`src/rtl/rsp_pkg.sv`:
```
package rsp_pkg;
   typedef enum logic [1:0] {
      W_NARROW = 2'd0,
      W_MID    = 2'd1,
      W_WIDE   = 2'd2,
      W_WIDE_X = 2'd3
   } smp_width_e;
endpackage

```
`src/rtl/rsp_extend.sv`:
```
module rsp_extend
   import rsp_pkg::*;
#(
   parameter int LANE_W = 8,
   parameter int LANES  = 4,
   localparam int SMP_W  = 3 * LANE_W,
   localparam int WORD_W = LANE_W * LANES
) (
   input  logic [SMP_W-1:0]  smp,
   input  smp_width_e        width,
   input  logic              sign_en,
   output logic [WORD_W-1:0] word
);
   logic top_bit;

   always_comb begin
      unique case (width)
         W_NARROW: begin
            top_bit = sign_en & smp[LANE_W-1];
            word    = {{(WORD_W-LANE_W){top_bit}}, smp[LANE_W-1:0]};
         end
         W_MID: begin
            top_bit = sign_en & smp[2*LANE_W-1];
            word    = {{(WORD_W-2*LANE_W){top_bit}}, smp[2*LANE_W-1:0]};
         end
         default: begin
            top_bit = sign_en & smp[SMP_W-1];
            word    = {{(WORD_W-SMP_W){top_bit}}, smp};
         end
      endcase
   end
endmodule

```
`src/rtl/rsp_keep_filter.sv`:
```
module rsp_keep_filter (
   input  logic clk,
   input  logic rst_n,
   input  logic sof,
   input  logic accept,
   input  logic drop_en,
   input  logic keep_odd,
   output logic keep
);
   logic phase_q;
   logic idx_odd;

   assign idx_odd = sof ? 1'b0 : phase_q;
   assign keep    = !drop_en || (idx_odd == keep_odd);

   always_ff @(posedge clk) begin
      if (!rst_n)      phase_q <= 1'b0;
      else if (accept) phase_q <= !idx_odd;
   end
endmodule

```
`src/rtl/rsp_lane_acc.sv`:
```
module rsp_lane_acc #(
   parameter int LANE_W = 8,
   parameter int LANES  = 4,
   localparam int HALF   = LANES / 2,
   localparam int CW     = $clog2(LANES),
   localparam int WORD_W = LANE_W * LANES
) (
   input  logic                clk,
   input  logic                rst_n,
   input  logic                wr,
   input  logic                flush,
   input  logic                is_mid,
   input  logic                big_end,
   input  logic [2*LANE_W-1:0] smp,
   output logic                done,
   output logic                partial,
   output logic [WORD_W-1:0]   merged,
   output logic [WORD_W-1:0]   held
);
   logic [LANES-1:0][LANE_W-1:0] acc_q;
   logic [CW-1:0]                cnt_q;
   logic [CW-1:0]                n_pos, h_pos;
   logic                         last;

   assign n_pos   = big_end ? CW'(LANES-1) - cnt_q : cnt_q;
   assign h_pos   = big_end ? CW'(HALF-1) - cnt_q  : cnt_q;
   assign last    = is_mid ? (cnt_q == CW'(HALF-1)) : (cnt_q == CW'(LANES-1));
   assign done    = wr && last;
   assign partial = (cnt_q != '0);
   assign held    = acc_q;

   for (genvar l = 0; l < LANES; l++) begin : g_lane
      localparam logic [CW-1:0] LIDX = CW'(l);
      localparam logic [CW-1:0] HIDX = CW'(l / 2);
      logic sel;
      assign sel = wr && (is_mid ? (h_pos == HIDX) : (n_pos == LIDX));
      assign merged[l*LANE_W +: LANE_W] = !sel   ? acc_q[l] :
                                          is_mid ? smp[(l%2)*LANE_W +: LANE_W] :
                                                   smp[LANE_W-1:0];
   end

   always_ff @(posedge clk) begin
      if (!rst_n || flush) begin
         acc_q <= '0;
         cnt_q <= '0;
      end else if (wr) begin
         if (last) begin
            acc_q <= '0;
            cnt_q <= '0;
         end else begin
            acc_q <= merged;
            cnt_q <= cnt_q + 1'b1;
         end
      end
   end
endmodule

```
`src/rtl/rx_sample_packer.sv`:
```
module rx_sample_packer
   import rsp_pkg::*;
#(
   parameter int LANE_W = 8,
   parameter int LANES  = 4,
   localparam int SMP_W  = 3 * LANE_W,
   localparam int WORD_W = LANE_W * LANES
) (
   input  logic              clk,
   input  logic              rst_n,
   input  logic              cfg_pack_en,
   input  logic [1:0]        cfg_width,
   input  logic              cfg_sign_ext,
   input  logic              cfg_big_end,
   input  logic              cfg_drop_en,
   input  logic              cfg_keep_odd,
   input  logic              in_valid,
   output logic              in_ready,
   input  logic              in_sof,
   input  logic [SMP_W-1:0]  in_data,
   output logic              out_valid,
   input  logic              out_ready,
   output logic [WORD_W-1:0] out_data
);
   if (LANES < 4 || (LANES % 2) != 0) begin : g_bad_lanes
      $error("rx_sample_packer: LANES must be even and at least 4");
   end
   if (LANE_W < 1) begin : g_bad_lane_w
      $error("rx_sample_packer: LANE_W must be positive");
   end

   smp_width_e          width;
   logic                packing, slot_free, flush_req, flush_go;
   logic                accept, keep, wr_acc, emit_direct, load;
   logic                acc_done, acc_partial;
   logic [WORD_W-1:0]   acc_word, acc_held, ext_word, load_data;

   assign width     = smp_width_e'(cfg_width);
   assign packing   = cfg_pack_en && (width == W_NARROW || width == W_MID);
   assign slot_free = !out_valid || out_ready;
   assign flush_req = in_valid && in_sof && acc_partial;
   assign flush_go  = flush_req && slot_free;
   assign in_ready  = slot_free && !flush_req;
   assign accept    = in_valid && in_ready;
   assign wr_acc      = accept && keep && packing;
   assign emit_direct = accept && keep && !packing;

   rsp_keep_filter u_filter (
      .clk      (clk),
      .rst_n    (rst_n),
      .sof      (in_sof),
      .accept   (accept),
      .drop_en  (cfg_drop_en),
      .keep_odd (cfg_keep_odd),
      .keep     (keep)
   );

   rsp_extend #(.LANE_W(LANE_W), .LANES(LANES)) u_extend (
      .smp     (in_data),
      .width   (width),
      .sign_en (cfg_sign_ext),
      .word    (ext_word)
   );

   rsp_lane_acc #(.LANE_W(LANE_W), .LANES(LANES)) u_acc (
      .clk     (clk),
      .rst_n   (rst_n),
      .wr      (wr_acc),
      .flush   (flush_go),
      .is_mid  (width == W_MID),
      .big_end (cfg_big_end),
      .smp     (in_data[2*LANE_W-1:0]),
      .done    (acc_done),
      .partial (acc_partial),
      .merged  (acc_word),
      .held    (acc_held)
   );

   assign load      = flush_go || acc_done || emit_direct;
   assign load_data = flush_go ? acc_held : (acc_done ? acc_word : ext_word);

   always_ff @(posedge clk) begin
      if (!rst_n) begin
         out_valid <= 1'b0;
         out_data  <= '0;
      end else if (load) begin
         out_valid <= 1'b1;
         out_data  <= load_data;
      end else if (out_ready) begin
         out_valid <= 1'b0;
      end
   end
endmodule

```
`config.mk`:
```
export PLATFORM = sky130hd
export DESIGN_NAME = rx_sample_packer
export DESIGN_NICKNAME = d
export VERILOG_FILES = /design/src/rtl/rsp_pkg.sv /design/src/rtl/rsp_extend.sv /design/src/rtl/rsp_keep_filter.sv /design/src/rtl/rsp_lane_acc.sv /design/src/rtl/rx_sample_packer.sv
export SDC_FILE = /design/constraint.sdc
export NUM_CORES = 1
export LEC_CHECK = 0
export ABC_AREA = 1
export BUFFER_PORTS_ARGS = -buffer_cell sky130_fd_sc_hd__buf_2
export CAP_MARGIN = 20
export CELL_PAD_IN_SITES_DETAIL_PLACEMENT = 1
export CELL_PAD_IN_SITES_GLOBAL_PLACEMENT = 1
export CORE_AREA = 2 2 122 124
export DETAILED_ROUTE_END_ITERATION = 6
export DIE_AREA = 0 0 124 126
export GPL_TIMING_DRIVEN = 0
export PLACE_DENSITY = 0.75
export SLEW_MARGIN = 20
export SYNTH_ARGS = -nofsm -noshare
export SYNTH_HDL_FRONTEND = slang
export SYNTH_HIERARCHICAL = 1
export SYNTH_SLANG_ARGS = --single-unit
```
`constraint.sdc`:
```
create_clock -name clk -period 2.4 [get_ports clk]
set_input_delay 0.12 -clock clk [delete_from_list [all_inputs] [get_ports clk]]
set_output_delay 0.12 -clock clk [all_outputs]
set_load 0.05 [all_outputs]
```
# After elaboration in Yosys (flattened, before gate mapping)
# Index checks and enable logic that the tools add are counted.
# W data, S select, Z words.
totals:
  latch_bits: 0
  memories: 0
  input_bits: 36
  romBits: 0
  word_cells: 73
  ramBits: 0
  register_bits: 68
op_classes:
  eq_ne: 8
  n_div: 0
  addsub: 3
  shift: 0
  reduce_logical: 31
  n_lt_le_gt_ge: 0
  mul: 0
  mux: 20
  bitwise: 3
op_table:
  columns: ["op", "n"]
  rows:
  - ["$mux W32", 3]
  - ["$pmux W32 S2", 1]
  - ["$mux W8", 5]
  - ["$logic_and A1 B1 Y1", 14]
  - ["$eq A2 B1 Y1 const B", 4]
  - ["$mux W1", 8]
  - ["$eq A2 B2 Y1 const B", 3]
  - ["$logic_not A1 Y1", 6]
  - ["$logic_not A2 Y1", 3]
  - ["$logic_or A1 B1 Y1", 6]
  - ["$mux W2", 3]
  - ["$reduce_bool A2 Y1", 2]
  - ["$and A1 B1 Y1", 3]
  - ["$add A2 B1 Y2 const B", 1]
  - ["$sub A1 B2 Y2 const A", 1]
  - ["$sub A2 B2 Y2 const A", 1]
  - ["$eq A1 B1 Y1", 1]

# Longest topological paths before layout
# Gate-level depths: netlist (run 1).
depth:
  ltp_word: 11
  ltp_mapped: 18

# Cells and area by module
# The synthesis (run 1) kept the hierarchy.
by_module_without_submodules:
  columns: ["module", "n_inst", "area_per_inst_um2", "cells_per_inst"]
  rows:
  - ["rsp_lane_acc", 1, 2342.2, 349]
  - ["rx_sample_packer", 1, 2290.9, 440]
  - ["rsp_extend", 1, 367.9, 62]
  - ["rsp_keep_filter", 1, 61.3, 11]

# Least setup slack after synthesis (run 1)
# Ideal clock, no wire load.
synth_timing:
  path_kind: "reg2reg"
  startpoint: "register u_acc.cnt_q[1]"
  endpoint: "register out_data[1]"
  setup_ns: 0.064
  required_ns: 2.336
  setup_slack_ns: -0.046
  n_path_buf: 3
  period_less_slack_ns: 2.446
  t_arrival_ns: 2.382
  path_stages_with_launch: 18
  cell_sequence: "dfxtp_1 > inv_1 > ha_1 > inv_1 > nand2_1 > nand4_1 > nor2_1 > clkinv_1 > clkbuf_1 > a21oi_1 > buf_2 > clkbuf_1 > nand2_1 > nand2_1 > nand2_1 > nand2_1 > nor2_1 > nor2_1"
synth_lines:
  columns: ["item", "line", "text"]
  rows:
  - ["start, declared", "rsp_lane_acc.sv:21", "logic [CW-1:0] cnt_q;"]
  - ["start signal, assigned", "rsp_lane_acc.sv:52", "cnt_q <= cnt_q + 1'b1;"]
  - ["$reduce_bool A2 Y1 *", "rsp_lane_acc.sv:29", "assign partial = (cnt_q != '0);"]
  - ["via acc_partial", "rx_sample_packer.sv:35", "logic acc_done, acc_partial;"]
  - ["$logic_and A1 B1 Y1 *", "rx_sample_packer.sv:41", "assign flush_req = in_valid && in_sof && acc_partial;"]
  - ["$logic_not A1 Y1 *", "rx_sample_packer.sv:43", "assign in_ready = slot_free && !flush_req;"]
  - ["$logic_and A1 B1 Y1 *", "rx_sample_packer.sv:43", null]
  - ["$logic_and A1 B1 Y1 *", "rx_sample_packer.sv:44", "assign accept = in_valid && in_ready;"]
  - ["$logic_and A1 B1 Y1 * (2 in a row)", "rx_sample_packer.sv:45", "assign wr_acc = accept && keep && packing;"]
  - ["via wr_acc", "rx_sample_packer.sv:34", "logic accept, keep, wr_acc, emit_direct, load;"]
  - ["$logic_and A1 B1 Y1 *", "rsp_lane_acc.sv:28", "assign done = wr && last;"]
  - ["via acc_done", "rx_sample_packer.sv:35", null]
  - ["$mux W32 or $logic_or A1 B1 Y1 (tied branches) (2 in a row)", "rx_sample_packer.sv:80, rx_sample_packer.sv:79", null]
  - ["end signal, assigned", "rx_sample_packer.sv:88", "out_data <= load_data;"]
  - ["end, declared", "rx_sample_packer.sv:23", "output logic [WORD_W-1:0] out_data"]
# Mark *: on every way through the listed nets, which the timed path passes. The rest lies on a longest branch.
# A chain may end at the register's enable or synchronous reset.

# Final worst setup path (run 1)
layout_timing:
  startpoint: "register u_acc.cnt_q[0]"
  endpoint: "register out_data[16]"
layout_between:
  elab_chain_len: 11
layout_lines:
  columns: ["item", "line", "text"]
  rows:
  - ["$reduce_bool A2 Y1", "rsp_lane_acc.sv:29", null]
  - ["via acc_partial", "rx_sample_packer.sv:35", null]
  - ["$logic_and A1 B1 Y1", "rx_sample_packer.sv:41", null]
  - ["$logic_not A1 Y1", "rx_sample_packer.sv:43", null]
  - ["$logic_and A1 B1 Y1", "rx_sample_packer.sv:43", null]
  - ["$logic_and A1 B1 Y1", "rx_sample_packer.sv:44", null]
  - ["$logic_and A1 B1 Y1 (2 in a row)", "rx_sample_packer.sv:45", null]
  - ["via wr_acc", "rx_sample_packer.sv:34", null]
  - ["$logic_and A1 B1 Y1", "rsp_lane_acc.sv:36", "assign sel = wr && (is_mid ? (h_pos == HIDX) : (n_pos == LIDX));"]
  - ["$mux W8", "rsp_lane_acc.sv:37", "assign merged[l*LANE_W +: LANE_W] = !sel ? acc_q[l] :"]
  - ["via acc_word[16]", "rx_sample_packer.sv:36", "logic [WORD_W-1:0] acc_word, acc_held, ext_word, load_data;"]
  - ["$mux W32 (2 in a row)", "rx_sample_packer.sv:80", "assign load_data = flush_go ? acc_held : (acc_done ? acc_word : ext_word);"]
# The timed path passes the listed nets, and every way through them passes these cells.

==> results of run 1 <==
## registers in the layout (all words and copies together), names as in the netlist
name / count
out_valid: 1
u_acc/held: 32
u_acc/cnt_q: 2
out_data: 32
u_filter/phase_q: 1
## routing by layer
layer	up-vias	GRT usage
met2	86	0.384
met3	19	0.0466
met1	2629	0.303
met4	0	0.0747
met5	-	0
li1	2866	-
## report_power, final
part	internal [µW]	leakage (µW)	switching (µW)	total, µW
combinational	300	0.00264	635	934
clock	860	0.000140	540	1400
sequential	1190	0.000556	28.0	1220
## cell usage in the layout (no fill, tap or decap), types with 4 or more instances in the layout
master	instances
nand3_4	4
nand2_1	333
nand2_4	7
dfxtp_1	66
clkbuf_1	5
o21ai_0	15
buf_6	20
inv_1	87
nor2_4	9
inv_2	5
clkinvlp_4	4
nor2_1	61
and2_1	32
buf_2	76
nand2_2	12
clkbuf_16	11
nor2_2	7
a21oi_1	31
nand4_1	33
buf_4	38
buf_1	4
nand3_1	78
## logic make-up (layout without fill, tap and decap cells)
logic type / Yosys count / in the layout / share of synthesized area
AO/OA/AOI/OAI: 53 / 53 / 0.0551
AND/OR/NAND/NOR: 579 / 579 / 0.515
flip-flops: 68 / 68 / 0.269
buffers and inverters: 159 / 266 / 0.154
adder cells (fa/ha/maj): 3 / 3 / 0.00742
## worst max-delay path: stages, from the launching register on
cell and delay, ps:
dfxtp_4 350, inv_4 60, ha_4 160, inv_2 50
nand2_2 70, nand4_1 130, nor2_2 210, buf_6 170
clkbuf_8 170, nand4_1 120, and2_1 180, nand2_1 60
nand2_1 50, nand2_1 60, nand2_1 120, nor2_4 130
nor2_1 40
## worst min-delay path by stage
| stage | slack, ps | cells past startpoint | end | from |
|---|---|---|---|---|
| 2_1_floorplan | 270 | 2 | u_filter/phase_q | rst_n |
| 3_3_place_gp | 400 | 3 | u_filter/phase_q | rst_n |
| 3_5_place_dp | 410 | 3 | u_filter/phase_q | rst_n |
| 4_1_cts | 50 | 3 | u_filter/phase_q | rst_n |
| 5_1_grt | 50 | 3 | u_filter/phase_q | rst_n |
| 6_report | 50 | 3 | u_filter/phase_q | rst_n |
## area by class of cell
class | count | area [µm²] | area share
multi-input cells | 635 | 3030 | 0.475
flip-flops and latches | 68 | 1370 | 0.215
repair buffers | 92 | 564 | 0.0886
plain buffers | 61 | 492 | 0.0772
inverters | 97 | 378 | 0.0593
clock buffers | 11 | 253 | 0.0397
well taps | 184 | 230 | 0.0361
clock inverters | 5 | 60.1 | 0.00943
## repair_timing
| action | in CTS | in global routing |
|---|---|---|
| setup endpoints to repair | 65 | 63 |
| gates resized for setup | 42 | 45 |
| pin swaps | 9 | 13 |
| cloned | 1 | 3 |
| hold buffers | 0 | 0 |
| buffers inserted | 14 | 6 |
## per-stage QoR
step,worst slack [ps],hold WS (ps),util,instances
floorplan,49.4,265,-,862
detailed placement,-1030,414,0.394,1115
global placement,-992,403,0.394,1115
CTS,2.86,45.5,0.432,1146
global route,-9.82,54.5,0.445,1153
finish,146,48.6,0.445,1153
==> flow_summary.yaml, run 1 <==
critical_path:
  reg2regPathDepth: 16
  critical_path_class: "register to register"
  cp.required_ps: 2650
  crit_start: "u_acc/cnt_q[0]"
  end_kind: "register"
  rr_startpoint: "u_acc/cnt_q[0]"
  endpoint: "out_data[16]"
  ff2ff_setup_slack_ps: 150
  cp_max_fo: 10
  cp.arrival_ps: 2500
  cp-start-kind: "register"
  r2r-end: "out_data[16]"
logic_synthesis:
  synthCells: 862
  yosysSeqAreaShare: 0.269
  synth_area_leader_cell: "dfxtp_1"
  ys_types: 27
  synth_edf_count: 0
  syn_area_per_cell_um2: 5.87
  ys_top_cells_by_area: "dfxtp_1 27%, nand2_1 25%, nand3_1 7.7%, inv_1 6.6%, nor2_1 5.4%"
  syn_nets: 901
  async_flop_share: 0
  yosysWarnings: 6
  synth-main-ff-cell: "dfxtp_1"
  syn_area_um2: 5060
  synth.most_common_cell: "nand2_1"
  ys_ff_latch: 68
  yosys-top-cells-count: "341 x nand2_1, 89 x inv_1, 78 x nand3_1, 73 x nor2_1, 68 x dfxtp_1"
  synth_top_area_frac: 0.269
routing:
  wl_met3_um: 639
  wl_met2_um: 8690
  post_drt_wl_per_cell_um: 15.5
  num_vias: 5600
  drt_pass1_iterations: 4
  drtIter0Drc: 292
  viasPerCell: 4.86
  wl_um: 17900
  routed.top_layer: "met4"
  drcViolationCount: 0
  ant_nets: 0
  wl_met1_um: 8360
timing:
  slew_violations: 0
  fmax_mhz: 444
  slew_headroom: 0.633
  setup_violations: 0
  worst_pin_slew_ps: 551
  min_period_ps: 2250
  fin_skew_ps: 7.14
  period_share: 0.939
  setup_tns_ps: 0
  hold_violations: 0
hold_path:
  hold_class: "input pin to register"
layout:
  antenna_cells: 0
  fin_nets: 1003
  drive_gt1_frac: 0.225
  area_delta_synth_final_pct: 25.9
  nFillCells: 1996
  post-route-cell-area_um2: 6370
floorplan:
  core_um2: 14300
  die_x_um: 124
  io_pins: 70
  die_height_um: 126
  rows: 44
  initial_utilization: 0.354
  die_area_um2: 15600
pwr:
  p_leak_uw: 0.00333
  power.density_nw_per_um2: 557
  total_power_uw: 3550
  vdd_drop_max_mv: 0.323
placed_design:
  place_hpwl_um: 13100
  gp_congestion: 0.837
  place_area_um2: 5640
  port_buffers: 69
grt:
  antenna_found_initial: 0
  grt_pass1_vias: 5490
  overflow: 0
  track_usage: 0.233
  grt_pass1_wl_um: 28200
  grt_max_degree: 13
clocking:
  cts_root_buffer: "clkbuf_16"
  clockBufferDepth: 2
  htree_levels: 3
  clk_pin_slew_ps: 60
  numCtsBuffers: 9
  cts_tree: "done"
  insertion_delay_ps: 350
  clkSinkCount: 68
outcome:
  status: "complete, no violations"
job:
  drv_cap: 0
Note: power is estimated with default switching activity, not from simulation.
==> run 2, diff against run 1 <==
CORE_AREA = 2 2 116 118   (was 2 2 122 124)
DIE_AREA = 0 0 118 120   (was 0 0 124 126)
PLACE_DENSITY = 0.76   (was 0.75)
REMOVE_ABC_BUFFERS = 1   (was not set)
clock period = 2.5 ns   (was 2.4 ns; I/O delays follow)
==> flow_summary.yaml, run 2 (synthesized netlist as in run 1, its figures left out) <==
pwr:
  p_leak_uw: 0.00311
  power.density_nw_per_um2: 557
  vdd_drop_max_mv: 0.224
  swShare: 0.331
  combPwrFrac: 0.244
  total_power_uw: 3320
  netSwitchingPower_uw: 1100
  seqPwrFrac: 0.351
  clkPwrFrac: 0.405
  power.internal_uw: 2220
timing:
  worst_pin_slew_ps: 1030
  grt_setup_unrepaired: "false"
  period_share: 0.942
  slew_violations: 0
  fin_skew_ps: 3.42
  hold_violations: 0
  slew_headroom: 0.310
  fmax_mhz: 424
  setup_violations: 0
  setup_slack_ps: 144
  min_period_ps: 2360
critical_path:
  crit_chain: "inv_2 > ha_4 > inv_1 > nand2_2 > nand4_1 > nor2_4 > buf_12 > inv_12 > a21oi_4 > buf_8 > buf_16 > nand2_1 > nand2_1 > nand2_1 > nand2_1 > nor2_1 > nor2_1"
  cp.arrival_ps: 2640
  end_kind: "register"
  critical_path_class: "register to register"
  worst_path_largest_cell_delay_ps: 360
  slowest_stage: "dfxtp_4"
  cp-start-kind: "register"
  cp_max_fo: 18
  cp.required_ps: 2790
  cp_common_cell: "nand2_1"
floorplan:
  die_x_um: 118
  rows: 42
  die_area_um2: 14200
  io_pins: 70
  die_height_um: 120
  initial_utilization: 0.390
  core_um2: 13000
placed_design:
  place_area_um2: 5330
  dp_slack_ps: -1450
  place_inst: 1048
  port_buffers: 69
  place_hpwl_um: 10000
  gp_congestion: 0.831
layout:
  antenna_cells: 0
  final_cell_mix: "337 x nand2_1, 88 x inv_1, 78 x nand3_1"
  post-route-cell-area_um2: 5960
  drive_gt1_frac: 0.164
  area_delta_synth_final_pct: 17.7
  fin_nets: 942
  layout.cells.non_filler: 1083
  final_util: 0.459
  final_common_cell: "nand2_1"
hold_path:
  hold_class: "input pin to register"
grt:
  track_usage: 0.243
  grt_pass1_vias: 5224
  overflow: 0
  antenna_found_initial: 0
  grt_max_degree: 36
  grt_pass1_wl_um: 27000
routing:
  drcViolationCount: 0
  num_vias: 5449
  drt_pass1_iterations: 4
  routed.top_layer: "met4"
  wl_met3_um: 770
  drtIter0Drc: 294
  wl_um: 17500
  wl_met1_um: 7850
  post_drt_wl_per_cell_um: 16.2
  viasPerCell: 5.03
  ant_nets: 0
  wl_met2_um: 8350
clocking:
  cts_tree: "done"
  clockBufferDepth: 2
  clkSinkCount: 68
  insertion_delay_ps: 350
  cts_hold_buf: 0
  cts_root_buffer: "clkbuf_16"
  clk_pin_slew_ps: 60
  numCtsBuffers: 9
  htree_levels: 3
outcome:
  status: "complete, no violations"
job:
  drv_cap: 0
run 2: cell count changes in the layout (fill, tap and decap cells not counted), moves of 4 or more:
cell	previous run	this run
nor2_1	61	71
buf_4	38	7
buf_6	20	1
buf_2	76	69
nand2_1	333	337
clkinvlp_4	4	0
nand2_2	12	7
nor2_2	7	2
buf_1	4	0
run 2: layout make-up:
cell class	count	area, µm²
Tap cell	176	220
Sequential cell	68	1370
Clock buffer	14	274
Fill cell	1821	7020
Timing Repair Buffer	88	657
Inverter	97	392
Multi-Input combinational cell	638	3010
Timing Repair inverter	1	8.76
Clock inverter	1	30.0
run 2: timing repair:
| item | CTS | global route |
|---|---|---|
| endpoints found under the hold margin | 0 | 0 |
| setup endpoints to repair | 67 | 38 |
| gates cloned | 4 | 3 |
| pin swaps | 6 | 3 |
| resized for setup | 13 | 14 |
| buffers inserted | 12 | 1 |
run 2: worst paths after layout:
check	depth (start not counted)	slack (ps)	from	to
min	5	180	in_sof	u_filter/phase_q
max	17	140	u_acc/cnt_q[0]	out_data[11]
max reg2reg	17	140	u_acc/cnt_q[0]	out_data[11]
min reg2reg	2	480	u_acc/held[2]	u_acc/held[2]
run 2: power groups by stage:
stage / logic (µW) / clock network (µW) / registers, µW
after floorplan: 348 / 0 / 1380
after global routing: 883 / 1420 / 1170
after detailed placement: 746 / 0 / 1190
after global placement: 728 / 0 / 1190
final: 810 / 1340 / 1170
after CTS: 798 / 1370 / 1170
run 2: critical path, delay by kind of cell (launching register included):
kind	cells	cell delay (ps)
simple gates	9	890
buf+inv	6	680
flops	1	360
compound gates	1	220
fa+ha+maj	1	140
run 2: metrics by stage:
stage	hold slack [ps]	setup TNS (ps)
final	176	0
after global routing	225	0
after CTS	160	0
after detailed placement	475	-67790
after global placement	470	-387410
after floorplan	223	-199240
run 2: metal layers:
metal | vias up | GRT usage
met5 | - | 0
met4 | 0 | 0.117
met3 | 30 | 0.0418
met2 | 120 | 0.409
met1 | 2551 | 0.303
li1 | 2748 | -
==> run 3, diff against run 2 <==
CORE_AREA = 2 2 133 135   (was 2 2 116 118)
DIE_AREA = 0 0 135 137   (was 0 0 118 120)
PLACE_DENSITY = not set   (was 0.76)
PLACE_DENSITY_LB_ADDON = 0.15   (was not set)
==> flow_summary.yaml, run 3 (synthesized netlist as in run 1, its figures left out) <==
outcome:
  status: "complete, no violations"
critical_path:
  crit_chain: "inv_4 > ha_2 > inv_2 > nand2_2 > nand4_1 > nor2_4 > clkbuf_16 > clkinv_16 > a21oi_4 > buf_6 > buf_16 > buf_4 > nand2_1 > nand2_1 > nand2_1 > nand2_1 > nor2_1 > nor2_1"
  cp.required_ps: 2780
  worst_path_largest_cell_delay_ps: 360
  crit_family: "simple AND/OR/NAND/NOR gates"
  end_kind: "register"
  cp-start-kind: "register"
  crit_buf_inv: 7
  cp_common_cell: "nand2_1"
  cp.arrival_ps: 2630
  slowest_stage: "dfxtp_4"
  cp_max_fo: 7
  critical_path_class: "register to register"
timing:
  fin_skew_ps: 5.08
  min_period_ps: 2350
  period_share: 0.938
  grt_setup_unrepaired: "true"
  setup_violations: 0
  hold_violations: 0
  setup_tns_ps: 0
  worst_pin_slew_ps: 1120
  slew_violations: 0
  slew_headroom: 0.255
  fmax_mhz: 426
pwr:
  power.density_nw_per_um2: 534
  netSwitchingPower_uw: 1120
  vdd_drop_max_mv: 0.289
  swShare: 0.344
  p_leak_uw: 0.00316
  power.internal_uw: 2130
  combPwrFrac: 0.253
  seqPwrFrac: 0.359
  clkPwrFrac: 0.388
layout:
  layout.cells.non_filler: 1146
  final_common_cell: "nand2_1"
  nFillCells: 2296
  area_delta_synth_final_pct: 20.3
  post-route-cell-area_um2: 6090
  drive_gt1_frac: 0.183
  antenna_cells: 0
  final_util: 0.357
  fin_nets: 955
  final_cell_mix: "336 x nand2_1, 87 x inv_1, 76 x nand3_1"
clocking:
  htree_levels: 3
  clockBufferDepth: 2
  insertion_delay_ps: 340
  clkSinkCount: 68
  cts_tree: "done"
  clk_pin_slew_ps: 60
  cts_root_buffer: "clkbuf_16"
  numCtsBuffers: 9
floorplan:
  die_height_um: 137
  core_um2: 17100
  io_pins: 70
  rows: 48
  die_x_um: 135
  die_area_um2: 18500
  initial_utilization: 0.297
hold_path:
  hold_class: "input pin to register"
placed_design:
  gp_congestion: 0.817
  place_area_um2: 5390
  place_inst: 1097
  place_hpwl_um: 10600
  port_buffers: 69
grt:
  antenna_found_initial: 0
  overflow: 0
  track_usage: 0.204
  grt_pass1_vias: 5117
  grt_pass1_wl_um: 29000
  grt_max_degree: 36
routing:
  drt_pass1_iterations: 4
  viasPerCell: 4.69
  ant_nets: 0
  drtIter0Drc: 315
  drcViolationCount: 0
  post_drt_wl_per_cell_um: 16.3
  wl_um: 18700
  num_vias: 5378
job:
  drv_cap: 0
[run 3: timing repair]
action | 4_1_cts | 5_1_grt
pin swaps | 5 | 7
endpoints found under the setup margin | 67 | 34
cloned | 5 | 2
buffers inserted | 13 | 13
resized for setup | 9 | 25
hold buffers | 0 | 0
[run 3: power by group through the flow]
stage               clock, µW  combinational, µW  sequential (µW)
global route             1350                910             1170
detailed placement          0                757             1190
floorplan                   0                348             1380
finish                   1260                822             1170
global placement            0                747             1190
CTS                      1300                809             1170
[run 3: worst paths after layout]
path	cells past startpoint	to	from	slack, ps
setup / recovery	18	out_data[8]	u_acc/cnt_q[0]	150
hold / removal	5	u_filter/phase_q	in_sof	160
setup reg to reg	18	out_data[8]	u_acc/cnt_q[0]	150
hold reg to reg	2	u_acc/held[2]	u_acc/held[2]	480
[run 3: cell type report]
type,instances,area [µm²],share of cell area
timing repair buffer,101,724,0.119
clock buffer,15,278,0.0456
inverter,97,400,0.0657
timing repair inverter,1,16.3,0.00267
tap,225,282,0.0462
multi-input combinational,638,3020,0.496
sequential,68,1370,0.224
clock inverter,1,5.00,0.000822
[run 3: worst register-to-register path, cell delays in order, from the launching register on]
cell and delay (ps):
dfxtp_4 360, inv_4 60, ha_2 170, inv_2 50, nand2_2 70, nand4_1 170
nor2_4 160, clkbuf_16 180, clkinv_16 60, a21oi_4 190, buf_6 160, buf_16 120
buf_4 110, nand2_1 40, nand2_1 50, nand2_1 50, nand2_1 140, nor2_1 60
nor2_1 90
[run 3: stage by stage]
step,power (µW),setup WS (ps),hold WS [ps]
after global routing,3430,-28.6,224
after global placement,1940,-8560,472
after detailed placement,1950,-1980,474
final,3250,154,163
after CTS,3280,31.7,153
after floorplan,1720,-3930,223
[run 3: layer usage]
| metal | track usage | part of all wire | wire length (µm) |
|---|---|---|---|
| met2 | 0.330 | 0.46 | 8630 |
| met3 | 0.0207 | 0.031 | 574 |
| met1 | 0.289 | 0.49 | 9120 |
| met5 | 0 | 0 | 0 |
| met4 | 0.0590 | 0.020 | 365 |
